**config.mk**
```make
export PLATFORM = sky130hd
export DESIGN_NAME = spi_os_target
export DESIGN_NICKNAME = d
export VERILOG_FILES = /design/src/rtl/spi_os_pkg.sv /design/src/rtl/spi_os_sync.sv /design/src/rtl/spi_os_edge.sv /design/src/rtl/spi_os_engine.sv /design/src/rtl/spi_os_target.sv
export SDC_FILE = /design/constraint.sdc
export NUM_CORES = 1
export LEC_CHECK = 0
export BUFFER_PORTS_ARGS = -buffer_cell sky130_fd_sc_hd__buf_2
export CAP_MARGIN = 20
export CORE_MARGIN = 1
export CORE_UTILIZATION = 57
export CTS_CLUSTER_SIZE = 28
export DETAILED_ROUTE_END_ITERATION = 16
export HOLD_SLACK_MARGIN = 0.02
export PLACE_DENSITY = 0.87
export RECOVER_POWER = 25
export SYNTH_ARGS = -nofsm -noshare
export SYNTH_HDL_FRONTEND = slang
export SYNTH_SLANG_ARGS = --single-unit
```
**constraint.sdc**
```tcl
create_clock -name clk -period 3.4 [get_ports clk]
set_clock_uncertainty 0.05 [all_clocks]
set_input_delay 0.34 -clock clk [delete_from_list [all_inputs] [get_ports clk]]
set_output_delay 0.34 -clock clk [all_outputs]
set_load 0.01 [all_outputs]
```
**src/rtl/spi_os_pkg.sv**
```systemverilog
package spi_os_pkg;

    // Framing engine states
    typedef enum logic [1:0] {
        ST_IDLE   = 2'd0,
        ST_ARM    = 2'd1,
        ST_SHIFT  = 2'd2,
        ST_RELOAD = 2'd3
    } frame_state_t;

endpackage

```
**src/rtl/spi_os_sync.sv**
```systemverilog
// Multi-stage synchronizer for a group of asynchronous pins.
module spi_os_sync #(
    parameter int WIDTH  = 3,
    parameter int STAGES = 2
) (
    input  logic             clk,
    input  logic             rst,
    input  logic [WIDTH-1:0] d,
    output logic [WIDTH-1:0] q
);

    logic [STAGES-1:0][WIDTH-1:0] stg;

    for (genvar s = 0; s < STAGES; s++) begin : g_stage
        if (s == 0) begin : g_first
            always_ff @(posedge clk) begin
                if (rst) stg[0] <= '0;
                else     stg[0] <= d;
            end
        end else begin : g_rest
            always_ff @(posedge clk) begin
                if (rst) stg[s] <= '0;
                else     stg[s] <= stg[s-1];
            end
        end
    end

    assign q = stg[STAGES-1];

endmodule

```
**src/rtl/spi_os_edge.sv**
```systemverilog
// Edge finder on a synchronized level; optional spacing monitor.
module spi_os_edge #(
    parameter int MIN_HALF  = 4,
    parameter bit CHECK_GAP = 1'b1
) (
    input  logic clk,
    input  logic rst,
    input  logic lvl,
    output logic rise,
    output logic fall
);

    logic prev;

    always_ff @(posedge clk) begin
        if (rst) prev <= 1'b0;
        else     prev <= lvl;
    end

    assign rise = lvl & ~prev;
    assign fall = ~lvl & prev;

    if (CHECK_GAP) begin : g_gap
        localparam int GW = $clog2(MIN_HALF + 1);
        localparam logic [GW-1:0] GAP_MAX = GW'(MIN_HALF);

        logic [GW-1:0] gap;

        always_ff @(posedge clk) begin
            if (rst)               gap <= GAP_MAX;
            else if (rise || fall) gap <= GW'(1);
            else if (gap < GAP_MAX) gap <= gap + 1'b1;
        end

        // edges of the serial clock are spaced by at least MIN_HALF cycles
        p_half_margin_r9: assert property (@(posedge clk) disable iff (rst)
            (rise || fall) |-> (gap >= GAP_MAX));
    end

endmodule

```
**src/rtl/spi_os_engine.sv**
```systemverilog
// Framing state machine with receive and transmit shift registers.
module spi_os_engine
    import spi_os_pkg::*;
#(
    parameter int W = 8
) (
    input  logic         clk,
    input  logic         rst,
    input  logic         sel_act,
    input  logic         sel_start,
    input  logic         sck_rise,
    input  logic         sck_fall,
    input  logic         sdi,
    input  logic [W-1:0] tx_data,
    output logic [W-1:0] rx_data,
    output logic         rx_strobe,
    output logic         tx_taken,
    output logic         so,
    output logic         so_en
);

    localparam int CW = $clog2(W);
    localparam logic [CW-1:0] LAST = CW'(W - 1);

    frame_state_t  state, nxt;
    logic [CW-1:0] bit_cnt;
    logic [W-1:0]  rx_sr;
    logic [W-1:0]  tx_sr;

    // State register
    always_ff @(posedge clk) begin
        if (rst) state <= ST_IDLE;
        else     state <= nxt;
    end

    // Transitions
    always_comb begin
        nxt = state;
        if (!sel_act) begin
            nxt = ST_IDLE;
        end else begin
            unique case (state)
                ST_IDLE:   if (sel_start) nxt = ST_ARM;
                ST_ARM:    nxt = ST_SHIFT;
                ST_SHIFT:  if (sck_rise && bit_cnt == LAST) nxt = ST_RELOAD;
                ST_RELOAD: if (sck_fall) nxt = ST_SHIFT;
                default:   nxt = ST_IDLE;
            endcase
        end
    end

    // Datapath and registered outputs
    always_ff @(posedge clk) begin
        if (rst) begin
            bit_cnt   <= '0;
            rx_sr     <= '0;
            tx_sr     <= '0;
            rx_data   <= '0;
            rx_strobe <= 1'b0;
            tx_taken  <= 1'b0;
        end else begin
            rx_strobe <= 1'b0;
            tx_taken  <= 1'b0;
            if (!sel_act) begin
                bit_cnt <= '0;
                rx_sr   <= '0;
                tx_sr   <= '0;
            end else begin
                unique case (state)
                    ST_IDLE: begin
                        bit_cnt <= '0;
                        rx_sr   <= '0;
                        tx_sr   <= '0;
                    end
                    ST_ARM: begin
                        tx_sr    <= tx_data;
                        tx_taken <= 1'b1;
                    end
                    ST_SHIFT: begin
                        if (sck_rise) begin
                            rx_sr <= {rx_sr[W-2:0], sdi};
                            if (bit_cnt == LAST) begin
                                rx_data   <= {rx_sr[W-2:0], sdi};
                                rx_strobe <= 1'b1;
                                bit_cnt   <= '0;
                            end else begin
                                bit_cnt <= bit_cnt + 1'b1;
                            end
                        end else if (sck_fall && bit_cnt != '0) begin
                            tx_sr <= {tx_sr[W-2:0], 1'b0};
                        end
                    end
                    ST_RELOAD: begin
                        if (sck_fall) begin
                            tx_sr    <= tx_data;
                            tx_taken <= 1'b1;
                        end
                    end
                    default: bit_cnt <= '0;
                endcase
            end
        end
    end

    assign so_en = (state != ST_IDLE);
    assign so    = so_en & tx_sr[W-1];

    // receive strobe lasts one cycle
    p_strobe_pulse_r4: assert property (@(posedge clk) disable iff (rst)
        rx_strobe |=> !rx_strobe);

    // capture acknowledge lasts one cycle
    p_taken_pulse_r5: assert property (@(posedge clk) disable iff (rst)
        tx_taken |=> !tx_taken);

    // a byte is only completed by a rising serial clock edge
    p_strobe_after_rise_r2: assert property (@(posedge clk) disable iff (rst)
        rx_strobe |-> $past(sck_rise));

    // within a frame, serial output moves only after a falling edge or a capture
    p_so_on_fall_r3: assert property (@(posedge clk) disable iff (rst)
        (so_en && $past(so_en) && !$stable(so) && !tx_taken) |-> $past(sck_fall));

    // inactive select never completes a byte
    p_abort_no_strobe_r6: assert property (@(posedge clk) disable iff (rst)
        !sel_act |=> !rx_strobe);

endmodule

```
**src/rtl/spi_os_target.sv**
```systemverilog
// Oversampled SPI target: all logic on the system clock.
module spi_os_target
    import spi_os_pkg::*;
#(
    parameter int WORD_W      = 8,
    parameter int SYNC_STAGES = 2,
    parameter int MIN_HALF    = 4
) (
    input  logic              clk,
    input  logic              rst,
    input  logic              cs_n_pin,
    input  logic              sclk_pin,
    input  logic              si_pin,
    output logic [WORD_W-1:0] rx_data,
    output logic              rx_strobe,
    input  logic [WORD_W-1:0] tx_data,
    output logic              tx_taken,
    output logic              so,
    output logic              so_en
);

    localparam int NPINS = 3;

    logic [NPINS-1:0] pins_sync;
    logic s_cs_n, s_sclk, s_si;
    logic sck_rise, sck_fall;
    logic cs_rise, cs_fall;

    spi_os_sync #(.WIDTH(NPINS), .STAGES(SYNC_STAGES)) u_sync (
        .clk (clk),
        .rst (rst),
        .d   ({cs_n_pin, sclk_pin, si_pin}),
        .q   (pins_sync)
    );

    assign {s_cs_n, s_sclk, s_si} = pins_sync;

    spi_os_edge #(.MIN_HALF(MIN_HALF), .CHECK_GAP(1'b1)) u_sck_edge (
        .clk  (clk),
        .rst  (rst),
        .lvl  (s_sclk),
        .rise (sck_rise),
        .fall (sck_fall)
    );

    spi_os_edge #(.MIN_HALF(MIN_HALF), .CHECK_GAP(1'b0)) u_cs_edge (
        .clk  (clk),
        .rst  (rst),
        .lvl  (s_cs_n),
        .rise (cs_rise),
        .fall (cs_fall)
    );

    spi_os_engine #(.W(WORD_W)) u_engine (
        .clk       (clk),
        .rst       (rst),
        .sel_act   (~s_cs_n),
        .sel_start (cs_fall),
        .sck_rise  (sck_rise),
        .sck_fall  (sck_fall),
        .sdi       (s_si),
        .tx_data   (tx_data),
        .rx_data   (rx_data),
        .rx_strobe (rx_strobe),
        .tx_taken  (tx_taken),
        .so        (so),
        .so_en     (so_en)
    );

    // synchronized select high silences the pin on the next cycle
    p_idle_quiet_r7: assert property (@(posedge clk) disable iff (rst)
        s_cs_n |=> (!so_en && !so));

    // the end of a frame releases the output enable
    p_stop_release_r7: assert property (@(posedge clk) disable iff (rst)
        cs_rise |=> !so_en);

endmodule

```
==> Word-level counts from Yosys, hierarchy flattened <==
Cells that the tools add are included.
{ "totals": {"ff_bits": 38, "input_bits": 13, "output_inout_bits": 12, "elab_cells": 59} }
{ "op_classes": {"addsub": 1, "n_eq_ne": 10, "muxes": 16, "bitwise": 9, "n_reduce_logical": 12} }
{ "ops": {"columns": ["cell", "n"], "rows": [
  ["case mux 8 bit (4 select lines)", 1],
  ["two-way mux 8 bit", 3],
  ["case mux 7 bit (2 select lines)", 1],
  ["!= test 2 x 1 -> 1 bit, second input constant", 4],
  ["case mux 2 bit (4 select lines)", 1],
  ["two-way mux 7 bit", 1],
  ["two-way mux 2 bit", 3],
  ["two-way mux 3 bit", 2],
  ["case mux 3 bit (2 select lines)", 1],
  ["AND reduction 3 bit", 2],
  ["NOT 1 bit", 5],
  ["AND 1 bit", 4],
  ["== test 2 bit, second input constant", 2],
  ["!= test 2 bit, second input constant", 2],
  ["AND reduction 4 bit", 1],
  ["nonzero test 2 bit", 2],
  ["OR reduction 4 bit", 1],
  ["adder 3 x 1 -> 3 bit, second input constant", 1],
  ["== test 3 bit, second input constant", 1],
  ["nonzero test 3 bit", 1],
  ["== test 2 x 1 -> 1 bit, second input constant", 1],
  ["logical AND 1 bit", 2],
  ["zero test 2 bit", 1],
  ["two-way mux 1 bit", 2],
  ["other kinds (3)", 3]
]} }

==> Depth between registers and ports, before layout <==
Gate-level depths: netlist (run 1).
{ "depth": {"depth_word": 6, "mapped_depth": 7, "mapped_depth_nobuf": 6} }

==> Hierarchy <==
From an unflattened synthesis (run 1), not the netlist that was laid out.
{ "unflattened": {"cells_unflattened": 188, "area_unflattened_um2": 1647.8} }
{ "modules_own_cells": {"columns": ["module", "instances", "cells_per_inst", "area_per_inst_um2", "seq_area_each_um2"], "rows": [
  ["spi_os_engine", 1, 164, 1386.3, 600.6],
  ["spi_os_sync", 1, 15, 180.2, 120.1],
  ["spi_os_edge", 2, 4, 38.8, 20.0],
  ["spi_os_target", 1, 1, 3.8, 0.0]
]} }

==> Least setup slack after synthesis (run 1) <==
OpenSTA, ideal clock, no wires.
{ "synth_timing": {"path_type": "register -> register", "start": "reg u_engine.bit_cnt[0]", "end": "reg u_engine.rx_data[0]", "setup_ns": 0.128, "t_arrival_ns": 1.177, "slack_ns": 2.046, "stages_incl_launch_ff": 7, "path_buffers": 1, "cell_sequence": "dfxtp_1 -> ha_1 -> ha_1 -> nand3b_1 -> buf_4 -> mux2i_1 -> nor2_1"} }
{ "synth_via": {"elab_chain_len": 2} }
{ "synth_rtl": {"columns": ["element", "line_no", "rtl"], "rows": [
  ["from (decl)", "spi_os_engine.sv:26", "logic [CW-1:0] bit_cnt;"],
  ["from (signal assigned)", "spi_os_engine.sv:87", "bit_cnt <= bit_cnt + 1'b1;"],
  ["== test 3 bit", "spi_os_engine.sv:82", "if (bit_cnt == LAST) begin"],
  ["AND reduction 4 bit (no source line)", null, null],
  ["to (signal assigned)", "spi_os_engine.sv:83", "rx_data <= {rx_sr[W-2:0], sdi};"],
  ["to (decl)", "spi_os_engine.sv:15", "output logic [W-1:0] rx_data,"]
]} }
No other way between the ends.
A chain may end at the register's enable or synchronous reset.

==> Worst setup path after layout (run 1) <==
{ "layout_timing": {"start": "reg u_engine.state[1]", "end": "reg u_engine.rx_data[0]"} }
{ "layout_via": {"elab_chain_len": 2} }
{ "layout_rtl": {"columns": ["element", "line_no", "rtl"], "rows": [
  ["from (decl)", "spi_os_engine.sv:25", "frame_state_t state, nxt;"],
  ["from (signal assigned)", "spi_os_engine.sv:33", "else state <= nxt;"],
  ["== test 2 bit", "spi_os_engine.sv:69", "unique case (state)"],
  ["AND reduction 4 bit (no source line)", null, null]
]} }
No other way between the ends.

==> results.toml, run 1 <==
[outcome]
status = "finished clean"

[timing]
finalSetupTns_ns = 0
max_slew_margin_pct = 51.8
rsz0062_at_grt = "no"
fin_crit_sh_pct = 62.7
setup_viol = 0
finalHoldViolCount = 0
worst_slack_ns = 1.27
final_max_slew_viol_count = 0
min_period_ns = 2.13
fmax_mhz = 469
worst_slew_pin_slew_ns = 0.723

[cts]
cts_resized = 0
path_clk_slew_ns = 0.11
numCtsBuffers = 5
clk_path_buf_depth = 2
cts_hold_repair.buffers = 0
clockRootBuffer = "clkbuf_4"
cts_setup_buffers = 0
clkSinkCount = 38
cts_tree = "yes"
cts_htree_levels = 2
clock_latency_ns = 0.32

[setup_path]
critPathMaxFanout = 13
crit_type = "flip-flop to flip-flop"
cp_slowest_cell = "dfxtp_1"
cp.required_ns = 3.55
cp-start-kind = "flip-flop"
crit_path_cell_trace = "and4bb_1 > nand3b_1 > mux2i_1 > nor2_1"
crit_family = "simple AND/OR/NAND/NOR gates"
crit_arrival_ns = 2.28
critical_path_buf_inv_count = 0
end_kind = "flip-flop"
cp_slowest_stage_delay_ns = 0.60

[drt]
initialDrtViolationCount = 23
drc = 0
dr.pass1.iters = 6
via_per_inst = 5.36
postRouteAntennaNets = 0
wirelength_mm = 2.47
routedWlPerCell_um = 12.0
vias = 1105

[final_layout]
drive_above_1_share_pct = 16.9
syn_to_final_growth_pct = 11.3
layout.nets = 193
post-route-util_pct = 69.3
final_area_mm2 = 0.00159
antenna_cells = 0

[placement]
pre_cts_ws_ns = 1.33
dpl.hpwl_mm = 1.71
place_congestion = 0.756
portBuffers = 24
dpl_cell_area_mm2 = 0.00153

[yosys]
synth.distinct_cells = 26
synth_largest_area_cell = "dfxtp_1"
synthArstFlopShare_pct = 0
synth_edf_count = 0
postSynthCellCount = 156
syn-mean-instance-area_um2 = 9.17
synth_seq_cells = 38
synth_top_area_share_pct = 53.2
syn-cell-area_mm2 = 0.00143
synth_nets = 172
synthFlopType = "dfxtp_1"
ys_warn_count = 0
yosys-top-cells-count = "dfxtp_1, nor2_1, a21oi_1"
yosys-top-cells-area = "dfxtp_1, nor2_1, mux2i_1"
synth.most_common_cell = "dfxtp_1"
yosysSeqAreaShare_pct = 53.2

[power_and_ir_drop]
p_int_uw = 561
sw_frac_of_total_pct = 22.1
seqPwrFrac_pct = 63.1
cellLeakagePower_uw = 0.000711
switchingPower_uw = 159
p_per_area_mw_per_mm2 = 453
irDropWorstVdd_uv = 465
combPwrFrac_pct = 3.6
clkPwrFrac_pct = 33.3

[global_routing]
antenna_found_initial = 0
grt-ovfl-total = 0
grt_pass1_wl_mm = 3.98
grt.total_usage_pct = 20.5
grt_max_degree = 22
grt_pass1_vias = 966

[floorplanning]
core.rowCount = 17
core_mm2 = 0.00230
io_pins = 25
die_area_mm2 = 0.00271
start_util_pct = 62.3
die_x_um = 52.1
die_h_um = 52.1

[min_path]
hp-class = "input port to flip-flop"

[run]
drv_cap = 0
==> power groups by stage <==
stage,clock (uW),sequential (uW),combinational (uW)
floorplan,0,463,19.0
global placement,0,464,24.9
detailed placement,0,465,26.1
CTS,246,454,26.4
global route,267,455,29.2
finish,240,454,26.1
==> cell families (layout without fill, tap and decap cells) <==
logic type                 Yosys count  in the layout  synth area share [%]
AOI/OAI and AO/OA                   36             36                  15.0
adders and majority gates            3              3                  2.62
buffers and inverters               13             35                  4.46
DFF                                 38             38                  53.2
muxes                                8              8                  5.60
and+or+nand+nor                     58             58                  19.1
==> per-stage QoR <==
| stage | cells | hold WS [ns] | power (uW) |
|---|---|---|---|
| detailed placement | 198 | 0.378 | 491 |
| global placement | 198 | 0.367 | 489 |
| floorplan | 156 | 0.364 | 481 |
| CTS | 206 | 0.158 | 727 |
| finish | 206 | 0.166 | 721 |
| global route | 206 | 0.144 | 752 |
==> registers in the layout, summed over array words and instances (netlist names), 2 cells and up <==
| signal | cells |
|---|---|
| u_engine.rx_data | 8 |
| u_sync.stg | 3 |
| u_sync.q | 3 |
| u_engine.tx_sr | 8 |
| u_engine.bit_cnt | 3 |
| u_engine.state | 2 |
| u_engine.rx_sr | 7 |
==> path summary, 6_finish.rpt <==
kind	start	endpoint	slack, ns	cells past startpoint
max	u_engine.state[1]	u_engine.rx_data[0]	1.27	4
min	sclk_pin	u_sync.stg[1]	0.17	2
max reg2reg	u_engine.state[1]	u_engine.rx_data[0]	1.27	4
min reg2reg	u_sync.stg[1]	u_sync.q[1]	0.40	1
==> layer usage <==
metal / share of wire, % / global-route usage (%) / vias to the layer above
met5: 0 / 0 / -
met3: 4.0 / 6.43 / 2
met2: 47 / 33.3 / 20
li1: - / - / 568
met4: 0.69 / 9.46 / 0
met1: 48 / 24.3 / 515
==> placed cells by master (no fill, tap or decap), drive strengths merged, types with 2 or more instances in the layout <==
cell	count
a22oi	10
nor2b	9
buf	20
nand2	9
a21oi	15
nor2	30
nand3b	2
dfxtp	38
nand3	2
inv	3
o21ai	8
mux2i	8
nand2b	2
clkbuf	10
ha	3
==> area by class of cell <==
cell class                      instances  area [um^2]
Clock buffer                            6         51.3
Sequential cell                        38          761
Clock inverter                          2         12.5
Multi-Input combinational cell        105          606
Tap cell                               28         35.0
Fill cell                             184          706
Inverter                                3         11.3
Timing Repair Buffer                   24          115
No activity file was read; power rests on OpenSTA's default activity.
==> inputs of run 2 (changes only) <==
--- a/config.mk
+++ b/config.mk
@@ -8,11 +8,11 @@
 export BUFFER_PORTS_ARGS = -buffer_cell sky130_fd_sc_hd__buf_2
 export CAP_MARGIN = 20
 export CORE_MARGIN = 1
-export CORE_UTILIZATION = 57
+export CORE_UTILIZATION = 48
 export CTS_CLUSTER_SIZE = 28
 export DETAILED_ROUTE_END_ITERATION = 16
 export HOLD_SLACK_MARGIN = 0.02
-export PLACE_DENSITY = 0.87
+export PLACE_DENSITY = 0.79
 export RECOVER_POWER = 25
 export SYNTH_ARGS = -nofsm -noshare
 export SYNTH_HDL_FRONTEND = slang
==> constraint.sdc (replaced) <==
create_clock -name clk -period 1.8 [get_ports clk]
set_clock_uncertainty 0.05 [all_clocks]
set_input_delay 0.18 -clock clk [delete_from_list [all_inputs] [get_ports clk]]
set_output_delay 0.18 -clock clk [all_outputs]
set_load 0.01 [all_outputs]
==> run 2 against run 1 <==
Maximum frequency rose by 27%. Highest routed layer unchanged. Via count rose by 5.9%. Clock power increased by 95%. Non-clock buffer count rose by 7. First-iteration DRC count is 22% higher. Register-to-register slack got worse by 1.1 ns. Wire length grew 7.4%. Largest power group unchanged.
==> results.toml, run 2 (synthesized netlist as in run 1, its figures left out) <==
[cts]
cts_setup_buffers = 0
clockRootBuffer = "clkbuf_4"
cts_resized = 0
cts_hold_repair.buffers = 3
clock_latency_ns = 0.35
path_clk_slew_ns = 0.11
clkSinkCount = 38
cts_htree_levels = 2
cts_tree = "yes"
clk_path_buf_depth = 2
numCtsBuffers = 5

[floorplanning]
die_x_um = 56.6
core.rowCount = 19
start_util_pct = 51.4
io_pins = 25
die_area_mm2 = 0.00320
die_h_um = 56.6
core_mm2 = 0.00278

[final_layout]
reg.largest.list = "u_engine.rx_data x8, u_engine.tx_sr x8, u_engine.rx_sr x7"
layout.cells.non_filler = 216
layout.nets = 200
final_area_mm2 = 0.00166
syn_to_final_growth_pct = 15.8
final_cell_mix = "dfxtp_1, nor2_1, buf_2"
antenna_cells = 0
drive_above_1_share_pct = 18.9
final_common_cell = "dfxtp_1"
fillers = 242

[setup_path]
cp.required_ns = 2.03
end_kind = "flip-flop"
crit_path_cell_trace = "inv_1 > ha_1 > nor3b_1 > o21ai_2 > o21ai_0 > a21oi_1"
critical_path_depth = 6
crit_arrival_ns = 1.90
reg2reg_from = "u_engine.bit_cnt[0]"
crit_type = "flip-flop to flip-flop"
crit_family = "compound AO/OA/AOI/OAI gates"
cp-start-kind = "flip-flop"
cp_slowest_cell = "o21ai_2"
cp-startpoint = "u_engine.bit_cnt[0]"
worst_r2r_path_depth = 6
critical_path_buf_inv_count = 1
critPathMaxFanout = 14
cp_slowest_stage_delay_ns = 0.44

[timing]
fmax_mhz = 598
finalSetupTns_ns = 0
min_period_ns = 1.67
finalHoldViolCount = 0
whs_ns = 0.0350
max_slew_margin_pct = 64.4
worst_slew_pin_slew_ns = 0.533
final_max_slew_viol_count = 0
fin_crit_sh_pct = 93.0
rsz0062_at_grt = "no"
setup_viol = 0

[min_path]
hp-class = "input port to flip-flop"
hold_start = "tx_data[0]"
holdPathStages = 3

[global_routing]
grt.total_usage_pct = 17.9
grt_max_degree = 20
grt-ovfl-total = 0
grt_pass1_vias = 1076
grt_pass1_wl_mm = 4.40
antenna_found_initial = 0

[outcome]
status = "finished clean"

[power_and_ir_drop]
p_per_area_mw_per_mm2 = 835
total_power_uw = 1380
cellLeakagePower_uw = 0.000746
irDropWorstVdd_uv = 701

[placement]
portBuffers = 24
dpl.hpwl_mm = 1.77
dp_cells = 205
place_congestion = 0.747
dpl_cell_area_mm2 = 0.00157

[run]
drv_cap = 0

[drt]
dr.pass1.iters = 4
wirelength_mm = 2.66
initialDrtViolationCount = 28
drc = 0
postRouteAntennaNets = 0
vias = 1170
via_per_inst = 5.42
routedWlPerCell_um = 12.3
==> run 2: cell types whose count changed in the layout (fill, tap and decap cells not counted), sizes merged <==
cell / previous run / this run
buf: 20 / 25
clkbuf: 10 / 9
dlygate4sd3: 0 / 3
==> run 2: path summary, 6_finish.rpt <==
kind	endpoint	slack, ns
setup / recovery	u_engine.tx_sr[7]	0.13
hold reg to reg	u_sync.q[0]	0.41
setup reg to reg	u_engine.tx_sr[7]	0.13
hold / removal	u_engine.tx_sr[0]	0.04
==> run 2: power by group <==
group	leakage, uW	internal [uW]	switching [uW]
Sequential	0.000308	851	5.05
Combinational	0.000405	26.7	32.8
Clock	0.0000343	188	281
Total	0.000746	1070	319
==> run 2: worst reg2reg max path, cell delays in order (launching register included) <==
cell and delay [ns]:
dfxtp_1 0.39, inv_1 0.06, ha_1 0.18, nor3b_1 0.15
o21ai_2 0.44, o21ai_0 0.18, a21oi_1 0.16
==> run 2: per-stage QoR <==
stage | util [%] | setup WS (ns)
floorplan | - | 0.446
global placement | 56.3 | 0.352
detailed placement | 56.3 | 0.186
CTS | 59.7 | 0.146
global route | 59.6 | 0.00556
finish | 59.6 | 0.127
==> run 2: cell type report <==
class | count | area, um^2 | share of cell area (%)
multi-input cells | 105 | 606 | 36.6
flip-flops and latches | 38 | 761 | 45.9
clock inverters | 2 | 12.5 | 0.755
repair buffers | 31 | 176 | 10.6
clock buffers | 6 | 51.3 | 3.10
inverters | 3 | 11.3 | 0.680
well taps | 31 | 38.8 | 2.34
==> run 2: metal layers <==
metal	part of all wire (%)	GRT usage, %	wire (um)	vias up
li1	-	-	-	582
met1	44	18.7	1180	549
met2	49	31.8	1300	32
met3	5.3	6.22	140	7
met4	1.7	8.36	45	0
met5	0	0	0	-
==> inputs of run 3 (changes only) <==
--- a/config.mk
+++ b/config.mk
@@ -12,7 +12,7 @@
 export CTS_CLUSTER_SIZE = 28
 export DETAILED_ROUTE_END_ITERATION = 16
 export HOLD_SLACK_MARGIN = 0.02
-export PLACE_DENSITY = 0.79
+export PLACE_DENSITY_LB_ADDON = 0.1
 export RECOVER_POWER = 25
 export SYNTH_ARGS = -nofsm -noshare
 export SYNTH_HDL_FRONTEND = slang
==> run 3 against run 2 <==
Die area unchanged. Design area rose by 2.2%. Flip-flop and latch count unchanged. Sequential share of layout area down 0.98 points. Utilization grew 1.3 points. Largest power group unchanged. Worst hold slack better by 0.031 ns. Wire length down 1.2%. Sequential power hardly changed. Critical path depth shrank 2. Global-route usage increased by 0.32 points.
==> results.toml, run 3 (synthesized netlist as in run 1, its figures left out) <==
[outcome]
status = "finished clean"

[placement]
dpl.hpwl_mm = 1.70
place_congestion = 0.732
portBuffers = 24
dpl_cell_area_mm2 = 0.00157

[power_and_ir_drop]
cellLeakagePower_uw = 0.000763
total_power_uw = 1500
p_per_area_mw_per_mm2 = 889
clkPwrFrac_pct = 39.0
switchingPower_uw = 302
irDropWorstVdd_uv = 740
p_int_uw = 1200
seqPwrFrac_pct = 56.9
combPwrFrac_pct = 4.0
sw_frac_of_total_pct = 20.1

[cts]
path_clk_slew_ns = 0.10
clk_path_buf_depth = 2
clkSinkCount = 38
cts_tree = "yes"
numCtsBuffers = 5
cts_htree_levels = 2
cts_resized = 0
clockRootBuffer = "clkbuf_4"
clock_latency_ns = 0.34

[timing]
whs_ns = 0.0664
finalSetupTns_ns = 0
final_max_slew_viol_count = 0
fmax_mhz = 607
setup_viol = 0
rsz0062_at_grt = "no"
fin_crit_sh_pct = 91.6
max_slew_margin_pct = 71.6
finalHoldViolCount = 0
worst_slew_pin_slew_ns = 0.424
min_period_ns = 1.65

[final_layout]
final_area_mm2 = 0.00169
antenna_cells = 0
final_cell_mix = "dfxtp_1, nor2_1, buf_2"
layout.nets = 201
syn_to_final_growth_pct = 18.4
drive_above_1_share_pct = 18.4
reg.largest.list = "u_engine.rx_data x8, u_engine.tx_sr x8, u_engine.rx_sr x7"
final_common_cell = "dfxtp_1"
post-route-util_pct = 60.9

[global_routing]
grt_max_degree = 20
grt_pass1_vias = 1004
grt.total_usage_pct = 18.2
grt_pass1_wl_mm = 4.40
antenna_found_initial = 0
grt-ovfl-total = 0

[drt]
dr.pass1.iters = 4
routedWlPerCell_um = 12.2
wirelength_mm = 2.63
initialDrtViolationCount = 33
via_per_inst = 5.19
drc = 0
postRouteAntennaNets = 0
vias = 1122

[setup_path]
cp.required_ns = 1.57
cp_slowest_cell = "dfxtp_1"
r2r_slack_ns = 0.28
crit_type = "flip-flop to output pin"
crit_path_cell_trace = "buf_4 > nor2_1 > nor2b_1 > buf_2"
critical_path_buf_inv_count = 2
cp_slowest_stage_delay_ns = 0.52
reg2reg_from = "u_engine.bit_cnt[1]"
crit_family = "flip-flops"
critPathMaxFanout = 12
end_kind = "output pin"
worst_r2r_path_depth = 7
rr_endpoint = "u_engine.tx_sr[7]"
cp-start-kind = "flip-flop"
crit_arrival_ns = 1.42
cp-startpoint = "u_engine.state[0]"

[min_path]
holdPathStages = 3
hold_end = "u_engine.tx_sr[0]"
hp-class = "input port to flip-flop"
hold_start = "tx_data[0]"

[floorplanning]
core.rowCount = 19
die_h_um = 56.6
core_mm2 = 0.00278
die_x_um = 56.6
start_util_pct = 51.4
die_area_mm2 = 0.00320
io_pins = 25

[run]
drv_cap = 0
==> run 3: cell count changes in the layout (fill, tap and decap cells not counted) <==
| cell | delta |
|---|---|
| buf_12 | +1 |
| buf_2 | -1 |
| bufinv_16 | +1 |
| clkbuf_1 | +1 |
| clkinv_2 | -1 |
| clkinvlp_4 | -1 |
==> run 3: cell type report <==
class | count | area [um^2]
inverter | 3 | 11.3
sequential | 38 | 761
clock inverter | 1 | 30.0
fill | 271 | 1090
multi-input combinational | 105 | 606
clock buffer | 6 | 51.3
tap | 31 | 38.8
timing repair buffer | 32 | 195
==> run 3: worst register-to-register path: stages (launching register included) <==
cell,delay [ns]
dfxtp_1,0.36
inv_1,0.06
ha_1,0.12
nor3b_1,0.30
o21ai_2,0.13
buf_12,0.16
o21ai_0,0.17
a21oi_1,0.06
==> run 3: per-layer routing <==
layer	part of all wire, %	global-route usage (%)
met5	0	0
met4	0.61	5.23
met3	5.1	7.60
met2	44	27.4
met1	50	23.9
==> run 3: how the worst max path moves through the flow <==
stage                               end  slack (ns)  cells after the start
floorplan           u_engine.rx_data[0]        0.45                      6
global placement      u_engine.tx_sr[7]        0.30                      6
detailed placement    u_engine.tx_sr[7]        0.21                      6
CTS                                  so        0.12                      4
global route                         so        0.05                      4
finish                               so        0.15                      4
==> run 3: repair_timing <==
item,in CTS,in global routing
hold endpoints to repair,3,0
hold buffers,3,0
setup endpoints to repair,0,1
buffers inserted,0,1
==> run 3: through the flow <==
| stage | worst slack (ns) | instances |
|---|---|---|
| after floorplan | 0.446 | 156 |
| after global placement | 0.301 | 205 |
| after detailed placement | 0.211 | 205 |
| after CTS | 0.123 | 215 |
| after global routing | 0.0527 | 216 |
| final | 0.151 | 216 |
==> run 3: power by group through the flow <==
stage               sequential, uW  combinational, uW  clock [uW]
global placement               875               52.0           0
floorplan                      874               35.8           0
CTS                            857               59.2         611
detailed placement             876               54.2           0
finish                         857               60.5         587
global route                   859               67.5         655
